$ cat src/rtl/owd_pkg.sv
package owd_pkg;
  parameter int REG_W  = 32;
  parameter int ADDR_W = 2 * REG_W;

  typedef enum logic [1:0] {
    FLD_MASK_LO = 2'd0,
    FLD_MASK_HI = 2'd1,
    FLD_BASE_LO = 2'd2,
    FLD_BASE_HI = 2'd3
  } fld_e;

  typedef enum logic [1:0] {
    KIND_NARROW = 2'd0,
    KIND_WIDE   = 2'd1,
    KIND_REGWIN = 2'd2
  } kind_e;

  typedef struct packed {
    logic             wrEn;
    fld_e             fld;
    logic [REG_W-1:0] data;
  } wrStrobe_t;

  localparam logic [REG_W-1:0]  REGWIN_MAGIC = 32'h0000_7001;
  localparam logic [ADDR_W-1:0] REGWIN_FIXED = 64'd4096;
  localparam int NARROW_LEADING = 2;

  function automatic kind_e winKind(input int idx, input int numWin);
    if (idx == numWin - 1)          return KIND_REGWIN;
    else if (idx < NARROW_LEADING)  return KIND_NARROW;
    else                            return KIND_WIDE;
  endfunction
endpackage

$ cat src/rtl/owd_ctrl.sv
module owd_ctrl
  import owd_pkg::*;
#(
  parameter int NUM_WIN = 6,
  parameter int RA_W    = 5,
  localparam int WI_W   = RA_W - 2
) (
  input  logic             regWr,
  input  logic [RA_W-1:0]  regAddr,
  input  logic [REG_W-1:0] regWdata,
  output wrStrobe_t        strobe,
  output logic [NUM_WIN-1:0] winWe,
  output logic [WI_W-1:0]  rdWin,
  output fld_e             rdFld,
  output logic             rdValid
);
  logic [WI_W-1:0] winIdx;
  logic            inRange;

  assign winIdx  = regAddr[RA_W-1:2];
  assign inRange = (int'(winIdx) < NUM_WIN);

  assign strobe.wrEn = regWr & inRange;
  assign strobe.fld  = fld_e'(regAddr[1:0]);
  assign strobe.data = regWdata;

  generate
    for (genvar w = 0; w < NUM_WIN; w++) begin : g_we
      assign winWe[w] = strobe.wrEn && (winIdx == WI_W'(w));
    end
  endgenerate

  assign rdWin   = winIdx;
  assign rdFld   = fld_e'(regAddr[1:0]);
  assign rdValid = inRange;
endmodule

$ cat src/rtl/owd_datapath.sv
module owd_datapath
  import owd_pkg::*;
#(
  parameter int NUM_WIN = 6,
  parameter int WI_W    = 3
) (
  input  logic                clk,
  input  logic                rstN,
  input  wrStrobe_t           strobe,
  input  logic [NUM_WIN-1:0]  winWe,
  input  logic [WI_W-1:0]     rdWin,
  input  fld_e                rdFld,
  input  logic                rdValid,
  input  logic [ADDR_W-1:0]   lookAddr,
  output logic [REG_W-1:0]    regRdata,
  output logic                lookHit,
  output logic [WI_W-1:0]     lookWin,
  output logic [ADDR_W-1:0]   lookOffset,
  output logic [NUM_WIN-1:0]  winEn,
  output logic [NUM_WIN-1:0][ADDR_W-1:0] winBase,
  output logic [NUM_WIN-1:0][ADDR_W-1:0] winSize,
  output logic [NUM_WIN-1:0]  winMatch
);
  logic [NUM_WIN-1:0][ADDR_W-1:0] winDiff;
  logic [NUM_WIN-1:0][3:0][REG_W-1:0] regView;

  generate
    for (genvar w = 0; w < NUM_WIN; w++) begin : g_win
      localparam kind_e KIND = winKind(w, NUM_WIN);
      logic [REG_W-1:0]  baseLo, baseHi, maskLo, maskHi;
      logic [ADDR_W-1:0] sizeCalc;

      always_ff @(posedge clk or negedge rstN) begin
        if (!rstN) begin
          baseLo <= '0;
          baseHi <= '0;
          maskLo <= '0;
        end else if (winWe[w] && strobe.wrEn) begin
          case (strobe.fld)
            FLD_BASE_LO: baseLo <= strobe.data;
            FLD_BASE_HI: baseHi <= strobe.data;
            FLD_MASK_LO: maskLo <= strobe.data;
            default: ;
          endcase
        end
      end

      if (KIND == KIND_WIDE) begin : g_wide
        always_ff @(posedge clk or negedge rstN) begin
          if (!rstN)
            maskHi <= '0;
          else if (winWe[w] && strobe.wrEn && strobe.fld == FLD_MASK_HI)
            maskHi <= strobe.data;
        end
        assign sizeCalc = ~({maskHi, maskLo} & ~ADDR_W'(1)) + ADDR_W'(1);
      end else begin : g_narrow
        logic [REG_W-1:0] size32;
        assign maskHi = '0;
        assign size32 = ~(maskLo & ~REG_W'(1)) + REG_W'(1);
        if (KIND == KIND_REGWIN) begin : g_regwin
          assign sizeCalc = (maskLo == REGWIN_MAGIC) ? REGWIN_FIXED
                                                     : {{REG_W{1'b0}}, size32};
        end else begin : g_plain
          assign sizeCalc = {{REG_W{1'b0}}, size32};
        end
      end

      assign winEn[w]    = maskLo[0];
      assign winBase[w]  = {baseHi, baseLo};
      assign winSize[w]  = sizeCalc;
      assign winDiff[w]  = lookAddr - {baseHi, baseLo};
      assign winMatch[w] = maskLo[0] && (winDiff[w] < sizeCalc);

      assign regView[w][0] = maskLo;
      assign regView[w][1] = maskHi;
      assign regView[w][2] = baseLo;
      assign regView[w][3] = baseHi;
    end
  endgenerate

  always_comb begin
    lookHit    = 1'b0;
    lookWin    = '0;
    lookOffset = '0;
    for (int w = NUM_WIN - 1; w >= 0; w--) begin
      if (winMatch[w]) begin
        lookHit    = 1'b1;
        lookWin    = WI_W'(w);
        lookOffset = winDiff[w];
      end
    end
  end

  always_comb begin
    regRdata = '0;
    for (int w = 0; w < NUM_WIN; w++) begin
      if (rdValid && rdWin == WI_W'(w))
        regRdata = regView[w][rdFld];
    end
  end
endmodule

$ cat src/rtl/outbound_window_decoder.sv
module outbound_window_decoder
  import owd_pkg::*;
#(
  parameter int NUM_OUT_WIN = 3,
  localparam int NUM_WIN    = NUM_OUT_WIN + 3,
  localparam int WI_W       = $clog2(NUM_WIN),
  localparam int RA_W       = WI_W + 2
) (
  input  logic              clk,
  input  logic              rstN,
  input  logic              regWr,
  input  logic [RA_W-1:0]   regAddr,
  input  logic [REG_W-1:0]  regWdata,
  output logic [REG_W-1:0]  regRdata,
  input  logic [ADDR_W-1:0] lookAddr,
  output logic              lookHit,
  output logic [WI_W-1:0]   lookWin,
  output logic [ADDR_W-1:0] lookOffset
);
  wrStrobe_t            strobe;
  logic [NUM_WIN-1:0]   winWe;
  logic [WI_W-1:0]      rdWin;
  fld_e                 rdFld;
  logic                 rdValid;
  logic [NUM_WIN-1:0]   winEn;
  logic [NUM_WIN-1:0][ADDR_W-1:0] winBase;
  logic [NUM_WIN-1:0][ADDR_W-1:0] winSize;
  logic [NUM_WIN-1:0]   winMatch;

  owd_ctrl #(.NUM_WIN(NUM_WIN), .RA_W(RA_W)) u_ctrl (
    .regWr   (regWr),
    .regAddr (regAddr),
    .regWdata(regWdata),
    .strobe  (strobe),
    .winWe   (winWe),
    .rdWin   (rdWin),
    .rdFld   (rdFld),
    .rdValid (rdValid)
  );

  owd_datapath #(.NUM_WIN(NUM_WIN), .WI_W(WI_W)) u_dp (
    .clk       (clk),
    .rstN      (rstN),
    .strobe    (strobe),
    .winWe     (winWe),
    .rdWin     (rdWin),
    .rdFld     (rdFld),
    .rdValid   (rdValid),
    .lookAddr  (lookAddr),
    .regRdata  (regRdata),
    .lookHit   (lookHit),
    .lookWin   (lookWin),
    .lookOffset(lookOffset),
    .winEn     (winEn),
    .winBase   (winBase),
    .winSize   (winSize),
    .winMatch  (winMatch)
  );
endmodule

$ cat config.mk
export PLATFORM = sky130hd
export DESIGN_NAME = outbound_window_decoder
export DESIGN_NICKNAME = d
export VERILOG_FILES = /design/src/rtl/owd_pkg.sv /design/src/rtl/owd_ctrl.sv /design/src/rtl/owd_datapath.sv /design/src/rtl/outbound_window_decoder.sv
export SDC_FILE = /design/constraint.sdc
export NUM_CORES = 2
export LEC_CHECK = 0
export BUFFER_PORTS_ARGS = -buffer_cell sky130_fd_sc_hd__clkbuf_2
export CAP_MARGIN = 10
export CORE_UTILIZATION = 37
export CTS_BUF_LIST = sky130_fd_sc_hd__clkbuf_16
export DETAILED_ROUTE_END_ITERATION = 8
export GPL_TIMING_DRIVEN = 0
export HOLD_SLACK_MARGIN = 0.05
export PLACE_DENSITY = 0.56
export SLEW_MARGIN = 20
export SYNTH_ARGS = -nofsm -noshare
export SYNTH_HDL_FRONTEND = slang
export SYNTH_SLANG_ARGS = --single-unit
$ cat constraint.sdc
create_clock -name clk -period 9.9 [get_ports clk]
set_input_delay 0.99 -clock clk [delete_from_list [all_inputs] [get_ports clk]]
set_output_delay 0.99 -clock clk [all_outputs]
set_load 0.01 [all_outputs]
==> metrics.csv <==
stage;metric;value;unit
synth;synthesized area per cell;8.181;sq um
cells_and_area;Syn-to-layout area delta;14.95;%
synth;Synth top area share;24.81;%
sta;RSZ-0062 raised after global routing;yes;
synth;FF+latch count, synth;672;
critical_path;critical path data required time;8.91;ns
job;max-cap check violation count;0;
cts;Clock Pin Slew Worst Setup and Hold Paths;0.06;ns
synth;Cells after Synth;8285;
power;Leakage;35.01;nW
sta;Final WS setup;-0.07239;ns
global_routing;met1 Use GR;48.34;%
detailed_routing;Vias/cell;6.440;
cells_and_area;fin cells;11136;
synth;count of flip-flops with a built-in enable after synthesis;0;
floorplanning;Initial Util;37.38;%
detailed_routing;final WL;393800;um
synth;most frequent cell after synthesis;nand2_1;
global_routing;met2 Usage GRT;63.46;%
critical_path;cell repeated most along the worst path;inv_1;
critical_path;slowest CP cell;ha_1;
hold_path;worst hold path type;in2reg;
sta;fin crit period;9.972;ns
synth;yosys synthesis warning count;0;
power;maximum VDD drop;0.1586;mV
global_routing;GR Util met3;9.532;%
floorplanning;CORE AREA;0.1813;sq mm
global_routing;GRT overflow;0;
floorplanning;number of I/O pins;204;
power;power per cell area;253.9;mW/mm^2
detailed_routing;Routed wire per std cell;35.36;um
global_routing;Total GRT Usage;41.38;%
placement;post-detail-place hpwl;326000;um
placement;placed cell area;0.07244;sq mm
outcome;status;complete, but fails checks;
sta;Final Hold Viols;0;
global_routing;largest net degree at the start of global routing;83;
critical_path;Critical Path AT;8.98;ns
synth;most frequent cells after synthesis;nand2_1 (871), o21ai_0 (704), dfrtp_1 (672);
synth;top_reg_cell synth;dfrtp_1;
critical_path;Setup crit end kind;output port;
outcome;violated checks;negative setup slack;
placement;GP Congestion;1.106;
power;total chip power;19.78;mW
critical_path;CP Class;in2out;
detailed_routing;first drt pass iteration count;6;
cts;CTS H-tree depth;3;
floorplanning;Die Width;430.0;um
detailed_routing;DR DRC count;0;
floorplanning;die area;0.1849;sq mm
placement;number of port buffers;200;
synth;post-synthesis sequential area ratio;24.81;%
global_routing;first-pass GRT wire length;534600;um
cts;CTS root buf;clkbuf_16;
synth;leading area contributor after synthesis;dfrtp_1;
critical_path;Crit Path Max Fanout;6;
global_routing;vias in the first global route;68942;
detailed_routing;DRT iter0 DRCs;8476;
cts;Clock Latency Late Sink;0.76;ns
cells_and_area;Post-Layout Inst Area;0.07791;sq mm
sta;Worst-Margin Slew;1.365;ns
floorplanning;Die Height;430.0;um
critical_path;CP max stage delay;0.45;ns
sta;Min Hold Slack;0.4851;ns
global_routing;busiest layer in global routing;met2;
sta;Worst slew margin;8.424;%
cts;CTS tree;built;
sta;f_max;0.1003;GHz
synth;syn_nets;9055;
detailed_routing;via count;71715;
cts;CTS Buf Count;89;
sta;Max Clock Skew;0;ns
cts;Clock Sinks;672;
synth;synth unique cells;102;
sta;final setup violating endpoints;9;
critical_path;crit start category;input pin;
cells_and_area;share of layout cells above drive strength 1;13.79;%
synth;post-synthesis async set-or-reset flop share;100.0;%
synth;top cells by area, synth;dfrtp_1 (25%), ha_1 (12%), o21ai_0 (5.2%);
synth;Mapped Area;0.06778;sq mm
cells_and_area;nets;9434;
placement;placed insts;10883;
cts;Max Buffers Root-to-Sink;3;
cells_and_area;fillers;18561;
global_routing;initial antenna violation count;44;
floorplanning;row cnt;156;
sta;Pins Over Slew Limit;0;
sta;Final period util;100.7;%
detailed_routing;DRT antenna net count;0;
-- timing repair --
| item | in CTS | in global routing |
|---|---|---|
| resized for setup | 268 | 119 |
| endpoints found under the setup margin | 68 | 68 |
| buffers inserted | 44 | 18 |
| pin swaps | 38 | 36 |
| hold buffers | 1 | 0 |
| hold endpoints to repair | 1 | 0 |
| cloned | 2 | 0 |
-- report_power, final --
part / leakage [nW] / total [mW] / switching (mW) / internal (mW)
registers: 8.04 / 4.10 / 0.759 / 3.35
clock network: 1.53 / 3.61 / 1.55 / 2.06
logic: 25.4 / 12.1 / 7.86 / 4.21
-- final timing paths --
check	start	endpoint	slack, ns	cells after the start
hold / removal	regWdata[1]	u_dp.g_win[4].maskHi[1]	0.49	2
hold reg to reg	u_dp.g_win[0].baseLo[20]	u_dp.g_win[0].baseLo[20]	0.57	2
max in group asynchronous	rstN	u_dp.g_win[4].maskHi[26]	7.36	6
min in group asynchronous	rstN	u_dp.g_win[3].baseLo[4]	0.65	2
setup / recovery	lookAddr[5]	lookOffset[19]	-0.07	33
setup reg to reg	u_dp.g_win[5].baseHi[3]	u_dp.g_win[5].baseHi[3]	8.71	2
-- cells by family (layout without fill, tap and decap cells) --
| family | after synthesis | after routing | share of synthesized area [%] |
|---|---|---|---|
| xor+xnor | 568 | 568 | 7.340 |
| other cells | 0 | 28 | 0 |
| fa+ha+maj | 666 | 666 | 12.36 |
| compound gates | 2423 | 2423 | 22.22 |
| flops | 672 | 672 | 24.81 |
| mux | 550 | 550 | 10.50 |
| buf+inv | 937 | 1390 | 5.241 |
| simple gates | 2469 | 2469 | 17.52 |
-- registers in the layout, indices dropped and copies added, names as in the netlist --
signal and flops:
u_dp.g_win.baseHi 192, u_dp.g_win.baseLo 192, u_dp.g_win.maskHi 96, u_dp.g_win.maskLo 192
-- stage by stage --
step,setup TNS (ns),utilization [%],setup slack (ns)
after floorplan,0,-,1.778
after global placement,-6610.19,39.56,-9.580
after detailed placement,-200.10,39.95,-3.416
after CTS,0,42.57,0.003019
after global routing,-0.02056,42.93,-0.01485
final,-0.2484,42.97,-0.07239
-- cell type report --
class                           count  area (sq um)  area share (%)
Timing Repair Buffer              292          2228           2.860
Clock inverter                     75         877.1           1.126
Antenna cell                       28         70.07         0.08993
Sequential cell                   672         16820           21.59
Multi-Input combinational cell   6676         48940           62.82
Buffer                            432          1867           2.396
Inverter                          501          1888           2.423
Clock buffer                       90          2252           2.891
Tap cell                         2370          2965           3.806
-- worst max-delay path: cells and delay by family --
| kind | cells | cell delay (ns) |
|---|---|---|
| xor+xnor | 1 | 0.30 |
| compound gates | 19 | 5.25 |
| buf+inv | 7 | 1.12 |
| simple gates | 3 | 0.36 |
| mux | 1 | 0.13 |
| fa+ha+maj | 2 | 0.78 |
-- metal layers --
metal | wire, um | up-vias | share of wire (%)
met5 | 87 | - | 0.022
met4 | 41640 | 12 | 11
met3 | 38420 | 1206 | 9.8
met2 | 169500 | 4317 | 43
met1 | 144200 | 35262 | 37
li1 | - | 30918 | -
-- placed cells by master (no fill, tap or decap), types with 72 or more instances in the layout --
cell / Yosys / final
clkbuf_16: 0 / 92
nand4_1: 148 / 148
clkbuf_1: 383 / 322
xor2_1: 269 / 268
ha_1: 660 / 647
nand3_1: 129 / 122
a21o_1: 252 / 252
mux2i_1: 126 / 126
nor3_1: 176 / 145
nor2_1: 525 / 506
nand2b_1: 108 / 107
a21oi_1: 616 / 605
nand2_1: 871 / 861
mux4_2: 96 / 96
xnor2_1: 299 / 293
or3_1: 82 / 72
clkbuf_2: 0 / 219
o21ai_0: 704 / 695
a211oi_1: 111 / 97
inv_1: 499 / 507
mux2_2: 301 / 300
dfrtp_1: 672 / 670
nor2b_1: 78 / 78
Note: power is estimated with default switching activity, not from simulation.
